**src/rtl/pg_fwd_pkg.sv**
```systemverilog
package pg_fwd_pkg;

  typedef enum logic [1:0] {
    CLS_UCAST = 2'd0,
    CLS_MCAST = 2'd1,
    CLS_BCAST = 2'd2,
    CLS_RSVD  = 2'd3
  } frame_class_e;

  typedef enum logic [1:0] {
    MV_IDLE   = 2'd0,
    MV_WALK   = 2'd1,
    MV_FINISH = 2'd2
  } move_state_e;

  // Strobes from the move sequencer to the table datapath.
  typedef struct packed {
    logic srcUpd;   // rewrite one source entry this cycle
    logic finish;   // clear new CPU unicast group, set CPU group
  } ctrl_strobe_t;

endpackage

```
**src/rtl/pg_fwd_ctrl.sv**
```systemverilog
module pg_fwd_ctrl
  import pg_fwd_pkg::*;
#(
  parameter int NumPorts     = 12,
  parameter int CpuResetPort = 11,
  localparam int PortW       = $clog2(NumPorts)
) (
  input  logic             clk,
  input  logic             rstN,
  input  logic             moveReq,
  input  logic [PortW-1:0] movePort,
  output ctrl_strobe_t     strobe,
  output logic [PortW-1:0] walkPort,
  output logic [PortW-1:0] oldCpu,
  output logic [PortW-1:0] newCpu
);

  move_state_e      state;
  logic [PortW-1:0] walkIdx;
  logic [PortW-1:0] cpuPort;
  logic [PortW-1:0] targetCpu;

  always_ff @(posedge clk or negedge rstN) begin
    if (!rstN) begin
      state     <= MV_IDLE;
      walkIdx   <= '0;
      cpuPort   <= PortW'(CpuResetPort);
      targetCpu <= '0;
    end else begin
      unique case (state)
        MV_IDLE: begin
          if (moveReq && (32'(movePort) < NumPorts)) begin
            targetCpu <= movePort;
            walkIdx   <= '0;
            state     <= MV_WALK;
          end
        end
        MV_WALK: begin
          walkIdx <= walkIdx + 1'b1;
          if (32'(walkIdx) == NumPorts - 1) state <= MV_FINISH;
        end
        MV_FINISH: begin
          cpuPort <= targetCpu;
          state   <= MV_IDLE;
        end
        default: state <= MV_IDLE;
      endcase
    end
  end

  always_comb begin
    strobe.srcUpd = (state == MV_WALK);
    strobe.finish = (state == MV_FINISH);
  end

  assign walkPort = walkIdx;
  assign oldCpu   = cpuPort;
  assign newCpu   = targetCpu;

  // the walk never addresses a port beyond the last front port
  assert_walk_bound_R9: assert property (@(posedge clk) disable iff (!rstN)
    (state == MV_WALK) |-> (32'(walkIdx) < NumPorts));

  // the finishing step commits the requested port as the CPU port
  assert_cpu_commit_R9: assert property (@(posedge clk) disable iff (!rstN)
    strobe.finish |=> (cpuPort == $past(targetCpu)));

endmodule

```
**src/rtl/pg_fwd_datapath.sv**
```systemverilog
module pg_fwd_datapath
  import pg_fwd_pkg::*;
#(
  parameter int NumPorts   = 12,
  parameter int TableDepth = 80,
  parameter int SrcBase    = 68,
  parameter int CpuGroup   = 59,
  parameter int FloodUc    = 60,
  parameter int FloodMc    = 61,
  parameter int FloodBc    = 62,
  localparam int PortW     = $clog2(NumPorts),
  localparam int IdxW      = $clog2(TableDepth)
) (
  input  logic                clk,
  input  logic                rstN,
  input  logic                hostWe,
  input  logic [IdxW-1:0]     hostIdx,
  input  logic [NumPorts-1:0] hostData,
  input  logic                lkValid,
  input  logic                lkHit,
  input  logic [IdxW-1:0]     lkDestIdx,
  input  logic [1:0]          lkClass,
  input  logic [PortW-1:0]    lkInPort,
  input  ctrl_strobe_t        strobe,
  input  logic [PortW-1:0]    walkPort,
  input  logic [PortW-1:0]    oldCpu,
  input  logic [PortW-1:0]    newCpu,
  output logic                outValid,
  output logic [NumPorts-1:0] outMask,
  output logic                outCpuCopy
);

  logic [NumPorts-1:0] pgTable [TableDepth];

  function automatic logic [NumPorts-1:0] oneHot(input logic [PortW-1:0] p);
    return {{(NumPorts-1){1'b0}}, 1'b1} << p;
  endfunction

  function automatic logic [NumPorts-1:0] readEntry(input logic [31:0] idx);
    if (idx < 32'(TableDepth)) return pgTable[idx[IdxW-1:0]];
    return '0;
  endfunction

  // Table: host writes first, move strobes override on the same entry.
  always_ff @(posedge clk or negedge rstN) begin
    if (!rstN) begin
      for (int i = 0; i < TableDepth; i++) pgTable[i] <= '0;
    end else begin
      if (hostWe && (32'(hostIdx) < TableDepth)) pgTable[hostIdx] <= hostData;
      if (strobe.srcUpd) begin
        pgTable[IdxW'(SrcBase) + IdxW'(walkPort)] <=
          (pgTable[IdxW'(SrcBase) + IdxW'(walkPort)] & ~oneHot(oldCpu)) |
          ((walkPort != newCpu) ? oneHot(newCpu) : '0);
      end
      if (strobe.finish) begin
        pgTable[IdxW'(newCpu)]   <= '0;
        pgTable[IdxW'(CpuGroup)] <= oneHot(newCpu);
      end
    end
  end

  // Stage 1: destination and source mask lookups.
  logic [31:0]         floodIdx;
  logic                s1Valid, s1Hit;
  logic [NumPorts-1:0] s1Dst, s1Src;
  logic [PortW-1:0]    s1InPort;

  always_comb begin
    unique case (frame_class_e'(lkClass))
      CLS_UCAST: floodIdx = 32'(FloodUc);
      CLS_MCAST: floodIdx = 32'(FloodMc);
      default:   floodIdx = 32'(FloodBc);
    endcase
  end

  always_ff @(posedge clk or negedge rstN) begin
    if (!rstN) begin
      s1Valid  <= 1'b0;
      s1Hit    <= 1'b0;
      s1Dst    <= '0;
      s1Src    <= '0;
      s1InPort <= '0;
    end else begin
      s1Valid  <= lkValid;
      s1Hit    <= lkHit;
      s1Dst    <= lkHit ? readEntry(32'(lkDestIdx)) : readEntry(floodIdx);
      s1Src    <= readEntry(32'(SrcBase) + 32'(lkInPort));
      s1InPort <= lkInPort;
    end
  end

  // Stage 2: combine, CPU special case, hairpin removal.
  logic [NumPorts-1:0] cpuBit, masked, finalMask;
  logic                cpuSel;

  always_comb begin
    cpuBit    = oneHot(oldCpu);
    masked    = s1Dst & s1Src;
    cpuSel    = s1Hit ? |(s1Dst & cpuBit) : |(masked & cpuBit);
    finalMask = (masked & ~cpuBit) | (cpuSel ? cpuBit : '0);
    finalMask = finalMask & ~oneHot(s1InPort);
  end

  always_ff @(posedge clk or negedge rstN) begin
    if (!rstN) begin
      outValid   <= 1'b0;
      outMask    <= '0;
      outCpuCopy <= 1'b0;
    end else begin
      outValid   <= s1Valid;
      outMask    <= finalMask & ~cpuBit;
      outCpuCopy <= |(finalMask & cpuBit);
    end
  end

  // an in-range host write with no competing move strobe lands next cycle
  assert_host_write_lands_R3: assert property (@(posedge clk) disable iff (!rstN)
    (hostWe && (32'(hostIdx) < TableDepth) && !strobe.srcUpd && !strobe.finish)
      |=> (pgTable[$past(hostIdx)] == $past(hostData)));

  // a frame never leaves through the port it came in on
  assert_no_hairpin_R8: assert property (@(posedge clk) disable iff (!rstN)
    outValid |-> ((outMask & oneHot($past(s1InPort))) == '0));

  // the CPU port never appears in the egress mask
  assert_cpu_not_in_mask_R7: assert property (@(posedge clk) disable iff (!rstN)
    outValid |-> ((outMask & oneHot($past(oldCpu))) == '0));

  // a hit whose destination group names the CPU bypasses the source mask
  assert_hit_cpu_bypass_R7: assert property (@(posedge clk) disable iff (!rstN)
    (s1Valid && s1Hit && ((s1Dst & oneHot(oldCpu)) != '0) && (s1InPort != oldCpu))
      |=> outCpuCopy);

endmodule

```
**src/rtl/pg_fwd_resolver.sv**
```systemverilog
module pg_fwd_resolver
  import pg_fwd_pkg::*;
#(
  parameter int NumPorts     = 12,
  parameter int TableDepth   = 80,
  parameter int SrcBase      = 68,
  parameter int CpuGroup     = 59,
  parameter int FloodUc      = 60,
  parameter int FloodMc      = 61,
  parameter int FloodBc      = 62,
  parameter int CpuResetPort = 11,
  localparam int PortW       = $clog2(NumPorts),
  localparam int IdxW        = $clog2(TableDepth)
) (
  input  logic                clk,
  input  logic                rstN,
  input  logic                hostWe,
  input  logic [IdxW-1:0]     hostIdx,
  input  logic [NumPorts-1:0] hostData,
  input  logic                cpuMoveReq,
  input  logic [PortW-1:0]    cpuMovePort,
  input  logic                lkValid,
  input  logic                lkHit,
  input  logic [IdxW-1:0]     lkDestIdx,
  input  logic [1:0]          lkClass,
  input  logic [PortW-1:0]    lkInPort,
  output logic                outValid,
  output logic [NumPorts-1:0] outMask,
  output logic                outCpuCopy
);

  ctrl_strobe_t     strobe;
  logic [PortW-1:0] walkPort, oldCpu, newCpu;

  pg_fwd_ctrl #(
    .NumPorts(NumPorts), .CpuResetPort(CpuResetPort)
  ) ctrl_i (
    .clk(clk), .rstN(rstN),
    .moveReq(cpuMoveReq), .movePort(cpuMovePort),
    .strobe(strobe), .walkPort(walkPort), .oldCpu(oldCpu), .newCpu(newCpu)
  );

  pg_fwd_datapath #(
    .NumPorts(NumPorts), .TableDepth(TableDepth), .SrcBase(SrcBase),
    .CpuGroup(CpuGroup), .FloodUc(FloodUc), .FloodMc(FloodMc), .FloodBc(FloodBc)
  ) dp_i (
    .clk(clk), .rstN(rstN),
    .hostWe(hostWe), .hostIdx(hostIdx), .hostData(hostData),
    .lkValid(lkValid), .lkHit(lkHit), .lkDestIdx(lkDestIdx),
    .lkClass(lkClass), .lkInPort(lkInPort),
    .strobe(strobe), .walkPort(walkPort), .oldCpu(oldCpu), .newCpu(newCpu),
    .outValid(outValid), .outMask(outMask), .outCpuCopy(outCpuCopy)
  );

endmodule

```
**config.mk**
```make
export PLATFORM = sky130hd
export DESIGN_NAME = pg_fwd_resolver
export DESIGN_NICKNAME = d
export VERILOG_FILES = /design/src/rtl/pg_fwd_pkg.sv /design/src/rtl/pg_fwd_ctrl.sv /design/src/rtl/pg_fwd_datapath.sv /design/src/rtl/pg_fwd_resolver.sv
export SDC_FILE = /design/constraint.sdc
export NUM_CORES = 2
export LEC_CHECK = 0
export CORE_AREA = 5 5 350 352
export CTS_BUF_LIST = sky130_fd_sc_hd__clkbuf_4 sky130_fd_sc_hd__clkbuf_8
export DETAILED_ROUTE_END_ITERATION = 8
export DIE_AREA = 0 0 355 357
export GPL_ROUTABILITY_DRIVEN = 1
export SLEW_MARGIN = 10
export SYNTH_ARGS = -nofsm -noshare
export SYNTH_HDL_FRONTEND = slang
export SYNTH_HIERARCHICAL = 1
export SYNTH_SLANG_ARGS = --single-unit
```
**constraint.sdc**
```tcl
create_clock -name clk -period 5 [get_ports clk]
set_input_delay 1 -clock clk [delete_from_list [all_inputs] [get_ports clk]]
set_output_delay 1 -clock clk [all_outputs]
set_load 0.03 [all_outputs]
```
; ---- Yosys cells after proc, flatten, opt, wreduce, memory -nomap -nowiden
; Index checks and enable logic that the tools add are counted.
; W data, S select, Z words.
[word_totals]
word_cells = 195
regBits = 1018
output_inout_bits = 14
inputBits = 42
[classes]
n_mux = 42
reduce_logical = 14
eq_ne = 7
add_sub_neg = 3
shifts = 3
magnitude_cmp = 14
bitwise = 20
[op_table]
columns = cell, count
row1 = $mux W960, 3
row2 = $bwmux W960, 2
row3 = $and A960 B960 Y960, 1
row4 = $not A960 Y960, 1
row5 = $bmux W12 S7, 4
row6 = $demux W12 S7, 3
row7 = $mux W12, 20
row8 = $and A12 B12 Y12, 8
row9 = $ge A8 B8 Y1 const B, 6
row10 = $reduce_or A12 Y1, 3
row11 = $shl A1 B4 Y12 const A, 3
row12 = $lt A32 B7 Y1 const B, 1
row13 = $not A7 Y8, 4
row14 = $lt A8 B1 Y1 const B, 3
row15 = $not A12 Y12, 2
row16 = $or A12 B12 Y12, 2
row17 = $lt A7 B7 Y1 const B, 2
row18 = $add A7 B4 Y8 const A, 1
row19 = $not A4 Y8, 1
row20 = $not A6 Y8, 1
row21 = $pmux W2 S2, 2
row22 = $pmux W4 S2, 1
row23 = $add A7 B4 Y7 const A, 1
row24 = $lt A6 B7 Y1 const B, 1
row25 = other kinds (15), 27

; ---- Logic depth before layout (Yosys ltp)
[logic_depth]
word_depth = 11
ltp_mapped = 11
depth_no_buf = 7

; ---- Modules after synthesis
; Netlist, hierarchy kept.
[by_module_without_submodules]
columns = mod, area_each_um2, n_inst, cells_each, seq_area_each_um2
row1 = pg_fwd_datapath, 52576.7, 1, 4147, 25124.1
row2 = pg_fwd_ctrl, 609.3, 1, 41, 354.1

; ---- Worst setup path before layout
; OpenSTA, ideal clock, no wires.
[synth_timing]
kind = in2reg
start = in lkDestIdx[2]
end = reg dp_i.s1Dst[4]
arrival_time_ps = 2742
required_ps = 4880
cell_stages = 8
setup_ps = 120
n_path_buf = 4
path_slack_ps = 2138
path_cell_list = buf_2 -> buf_4 -> buf_4 -> buf_1 -> mux4_2 -> a211oi_1 -> nand2_1 -> a41o_1
[synth_via]
elab_chain_cells = 7
word_cells_on_any_way = 9
cone_classes = order compare (1) / mux (7) / bitwise (1)
[synth_lines]
columns = item, line
row1 = "start, declared", pg_fwd_resolver.sv:24  ; input logic [IdxW-1:0] lkDestIdx,
row2 = $not A7 Y8 (implied by the code), pg_fwd_datapath.sv:40  ; if (idx < 32'(TableDepth)) return pgTable[idx[IdxW-1:0]];
row3 = $bmux W12 S7, pg_fwd_datapath.sv:40
row4 = $mux W12 (implied by the code) (2 in a row), pg_fwd_datapath.sv:40
row5 = $mux W12, pg_fwd_datapath.sv:40
row6 = $mux W12 (*), pg_fwd_datapath.sv:41  ; return '0;
row7 = $mux W12 (*), pg_fwd_datapath.sv:86  ; s1Dst <= lkHit ? readEntry(32'(lkDestIdx)) : readEntry(floodIdx);
row8 = "end signal, assigned", pg_fwd_datapath.sv:86
row9 = "end, declared", pg_fwd_datapath.sv:65  ; logic [NumPorts-1:0] s1Dst, s1Src;
; Mark *: on every way between the ends. The rest lies on a longest branch, timed or not. The select of a mux whose other input is x is not followed.
; A chain may end at the register's enable or synchronous reset.

; ---- Final worst setup path
[layout_timing]
start = in hostIdx[0]
end = reg dp_i/pgTable[795] (netlist name)
[layout_via]
elab_chain_cells = 11
word_cells_on_any_way = 14
cone_classes = order compare (3) / mux (7) / bitwise (2) / reduce/logical (2)
[layout_lines]
columns = item, line
row1 = "start, declared", pg_fwd_resolver.sv:18  ; input logic [IdxW-1:0] hostIdx,
row2 = $not A7 Y8 (implied by the code), pg_fwd_datapath.sv:49  ; if (hostWe && (32'(hostIdx) < TableDepth)) pgTable[hostIdx] <= hostData;
row3 = $ge A8 B8 Y1 (implied by the code) or $lt A8 B1 Y1 (tied branches), pg_fwd_datapath.sv:49
row4 = $logic_and A1 B1 Y1 (implied by the code), pg_fwd_datapath.sv:49
row5 = $mux W12 (implied by the code), pg_fwd_datapath.sv:49
row6 = $demux W12 S7, pg_fwd_datapath.sv:49
row7 = $bwmux W960, pg_fwd_datapath.sv:49
row8 = $mux W960 (*), pg_fwd_datapath.sv:49
row9 = $bwmux W960, pg_fwd_datapath.sv:51  ; pgTable[IdxW'(SrcBase) + IdxW'(walkPort)] <=
row10 = $mux W960 (*), pg_fwd_datapath.sv:50  ; if (strobe.srcUpd) begin
row11 = $and A960 B960 Y960 (no source line), --
row12 = $mux W960 (*), pg_fwd_datapath.sv:55  ; if (strobe.finish) begin
row13 = "end signal, assigned by index", pg_fwd_datapath.sv:49
row14 = "end signal, assigned by index", pg_fwd_datapath.sv:51
row15 = "end signal, assigned by index", pg_fwd_datapath.sv:57  ; pgTable[IdxW'(CpuGroup)] <= oneHot(newCpu);
row16 = "end, declared", pg_fwd_datapath.sv:33  ; logic [NumPorts-1:0] pgTable [TableDepth];
; Mark *: on every way between the ends. The rest lies on a longest branch, timed or not.

==> run metrics <==
status=finished, final reports clean; Core Rows=127; drt first pass iters=7; initial core utilization=44.69%; Synth Cell Area=53,190 um^2; Least-Margin Pin Slew=1.250 ns; post-synth top area share=47.76%; port bufs=55; post-synthesis mux area share=34.51%; xor and xnor area share after synthesis=0.04940%; commonest register cell after synthesis=dfrtp_1; crit-path max FO=14; Post-Synth Adder-Cell Area=0.1411%; Worst VDD drop=0.3119 mV; H-tree depth=4; top cells by count, synth=dfrtp_1 (1,015), mux2_2 (649), mux2i_1 (365); first-pass GRT wire length=249,100 um; critical path endpoint category=flop; per-cell routed wire length=28.42 um; layout cells sized above 1=35.64%; cell with the most instances after synthesis=dfrtp_1; # IOs=56; Placeable Area=119,000 um^2; Synth area leaders=dfrtp_1 (48%), mux2_2 (14%), mux4_2 (14%), mux2i_1 (6.9%), a21oi_1 (2.1%); largest net degree at the start of global routing=168; post-CTS resize count=0; Die Y=357 um; CP required=5.74 ns; final setup fails=0; Final #Nets=4,196; GPL Wtd Cong=0.8713; Fill cells=10,390; total track usage=26.17%; Pleak=27.21 nW; Num CTS Buffers=179; final critical-path share of the clock period=66.22%; HPWL after DPL=104,600 um; syn_nets=4,236; yosys synthesis warning count=6; Final ANT Viol Nets=0; Hold Path Class=flop to flop; DRC violations left=0; Async SR Flop Fraction=100.0%; placed standard-cell area=55,210 um^2; Routed WL=166,200 um; Max Cap Viol=0; # clock sinks=1,018; CTS Buffer Depth=3; initial antenna violation count=4; DR vias/cell=6.226; Synth Instances=4,188; RSZ-0062 raised after global routing=false; number of synthesized flops with an enable pin=0; Die ar.=126,700 um^2; Setup Buffers After CTS=0; number of global-route vias before repair=36,620; Synth Register Bits=1,018; Final Hold Viols=0; TritonCTS clock tree=built; Overflow after GRT=0; crit path DAT=4.05 ns; clk_skew=0.03332 ns; crit path launch type=input port; Final Slew Violations=0; critical path type=input port to flop; Final min period=3.311 ns; area delta synth->final=11.42%; Chip Width=355 um; Pwr Density=474.1 nW/um^2; final setup TNS=0 ns; synth unique cells=76; CTS clk-pin slew, worst paths=0.06 ns; routed vias=36,410; worst skew pair latency=0.90 ns; Seq/Total Area, Yosys=47.90%; Avg Inst Size Synth=12.70 um^2; largest family of logic cells by synthesized area=multiplexers; area leader, netlist=dfrtp_1; first-iteration detailed-routing DRC count=3,608; Max Freq=0.3020 GHz; Root Driver=clkbuf_8; simple logic cell fraction of the synthesized area=6.608%; post-route design area=59,260 um^2; Compound-Gate Fraction of Synth Area=7.072%; Slew HR=16.43%
[per-stage QoR]
stage               setup slack (ns)  std cells  util, %  total power, mW  hold slack, ns
floorplan                      2.138       4188        -            16.73          0.3312
global placement              0.9274       5514    46.38            19.33          0.3341
detailed placement            0.8777       5514    46.38            19.50          0.3389
CTS                            1.795       5846    49.79            28.14          0.3541
global route                   1.616       5847    49.79            29.46          0.3715
finish                         1.689       5848    49.79            28.10          0.3510
[layout make-up]
cell class | instances | area (um^2) | area share [%]
inverters | 22 | 82.58 | 0.1393
clock buffers | 299 | 3734 | 6.300
repair buffers | 213 | 1891 | 3.190
diodes | 2 | 5.005 | 0.008445
clock inverters | 32 | 307.8 | 0.5194
flip-flops and latches | 1018 | 25490 | 43.01
multi-input cells | 2714 | 25820 | 43.57
well taps | 1548 | 1937 | 3.268
[state kept, by name, indices dropped and copies added, names as in the netlist]
signal           flops
dp_i/s1Hit           1
dp_i/outCpuCopy      1
dp_i/outMask        12
ctrl_i/oldCpu        4
ctrl_i/walkPort      4
dp_i/s1Src          12
dp_i/s1Dst          12
ctrl_i/newCpu        4
dp_i/s1InPort        4
ctrl_i/state         2
dp_i/outValid        1
dp_i/s1Valid         1
dp_i/pgTable       960
[logic make-up (layout without fill, tap and decap cells)]
| kind of cell | after synthesis | after routing |
|---|---|---|
| and+or+nand+nor | 761 | 761 |
| adders and majority gates | 6 | 6 |
| AOI/OAI and AO/OA | 599 | 599 |
| muxes | 1345 | 1345 |
| other | 0 | 2 |
| buffers and inverters | 456 | 566 |
| xor gates and xnor gates | 3 | 3 |
| DFF | 1018 | 1018 |
[power breakdown]
group          internal [mW]  leakage, nW  total [mW]  switching, mW
logic                   3.72         11.8        8.29           4.57
registers               9.70         13.3        11.2           1.55
clock network           4.88         2.14        8.56           3.68
[worst max-delay path: stages]
cell	delay, ns
clkdlybuf4s50_1	0.86
nand2_1	0.16
nor2_2	0.83
nand2_1	0.78
mux2i_1	0.34
nor2_1	0.06
[routing by layer]
layer	GRT usage (%)	part of all wire [%]	vias to the layer above	wire length, um
met3	7.138	8.8	322	14690
met4	8.880	3.2	4	5393
met5	0	0.016	-	27
met1	36.42	42	18990	70350
li1	-	-	15530	-
met2	39.99	46	1571	75750
[path summary, 6_finish.rpt]
kind                       slack, ns                          end  cells after the start                           start
max                             1.69  dp_i/pgTable[795]$_DFF_PN0_                      6                      hostIdx[0]
max in group asynchronous       3.01  dp_i/pgTable[769]$_DFF_PN0_                      3                            rstN
min in group asynchronous       0.61       dp_i/s1Valid$_DFF_PN0_                      2                            rstN
max reg2reg                     1.73   dp_i/pgTable[53]$_DFF_PN0_                      6  ctrl_i/walkPort[3]$_DFFE_PN0P_
min                             0.35      dp_i/outValid$_DFF_PN0_                      0          dp_i/s1Valid$_DFF_PN0_
min reg2reg                     0.35      dp_i/outValid$_DFF_PN0_                      0          dp_i/s1Valid$_DFF_PN0_
[repair_timing]
item	4_1_cts	5_1_grt
hold buffers	1	0
setup endpoints to repair	0	0
hold endpoints to repair	26	0
[cells in the final DEF (no fill, tap or decap), types with 33 or more instances in the layout]
master,synthesis,routed
clkbuf_4,0,61
nand3_1,159,159
nor2_1,166,163
mux2_2,649,649
o211ai_1,33,33
clkdlybuf4s50_1,0,36
o21ai_0,109,109
mux2i_1,365,365
buf_4,23,156
clkbuf_8,0,239
nand2_1,292,292
dfrtp_1,1015,1013
a22oi_1,94,94
mux4_2,324,324
a21oi_1,222,222
(Power assumes the default switching activity.)
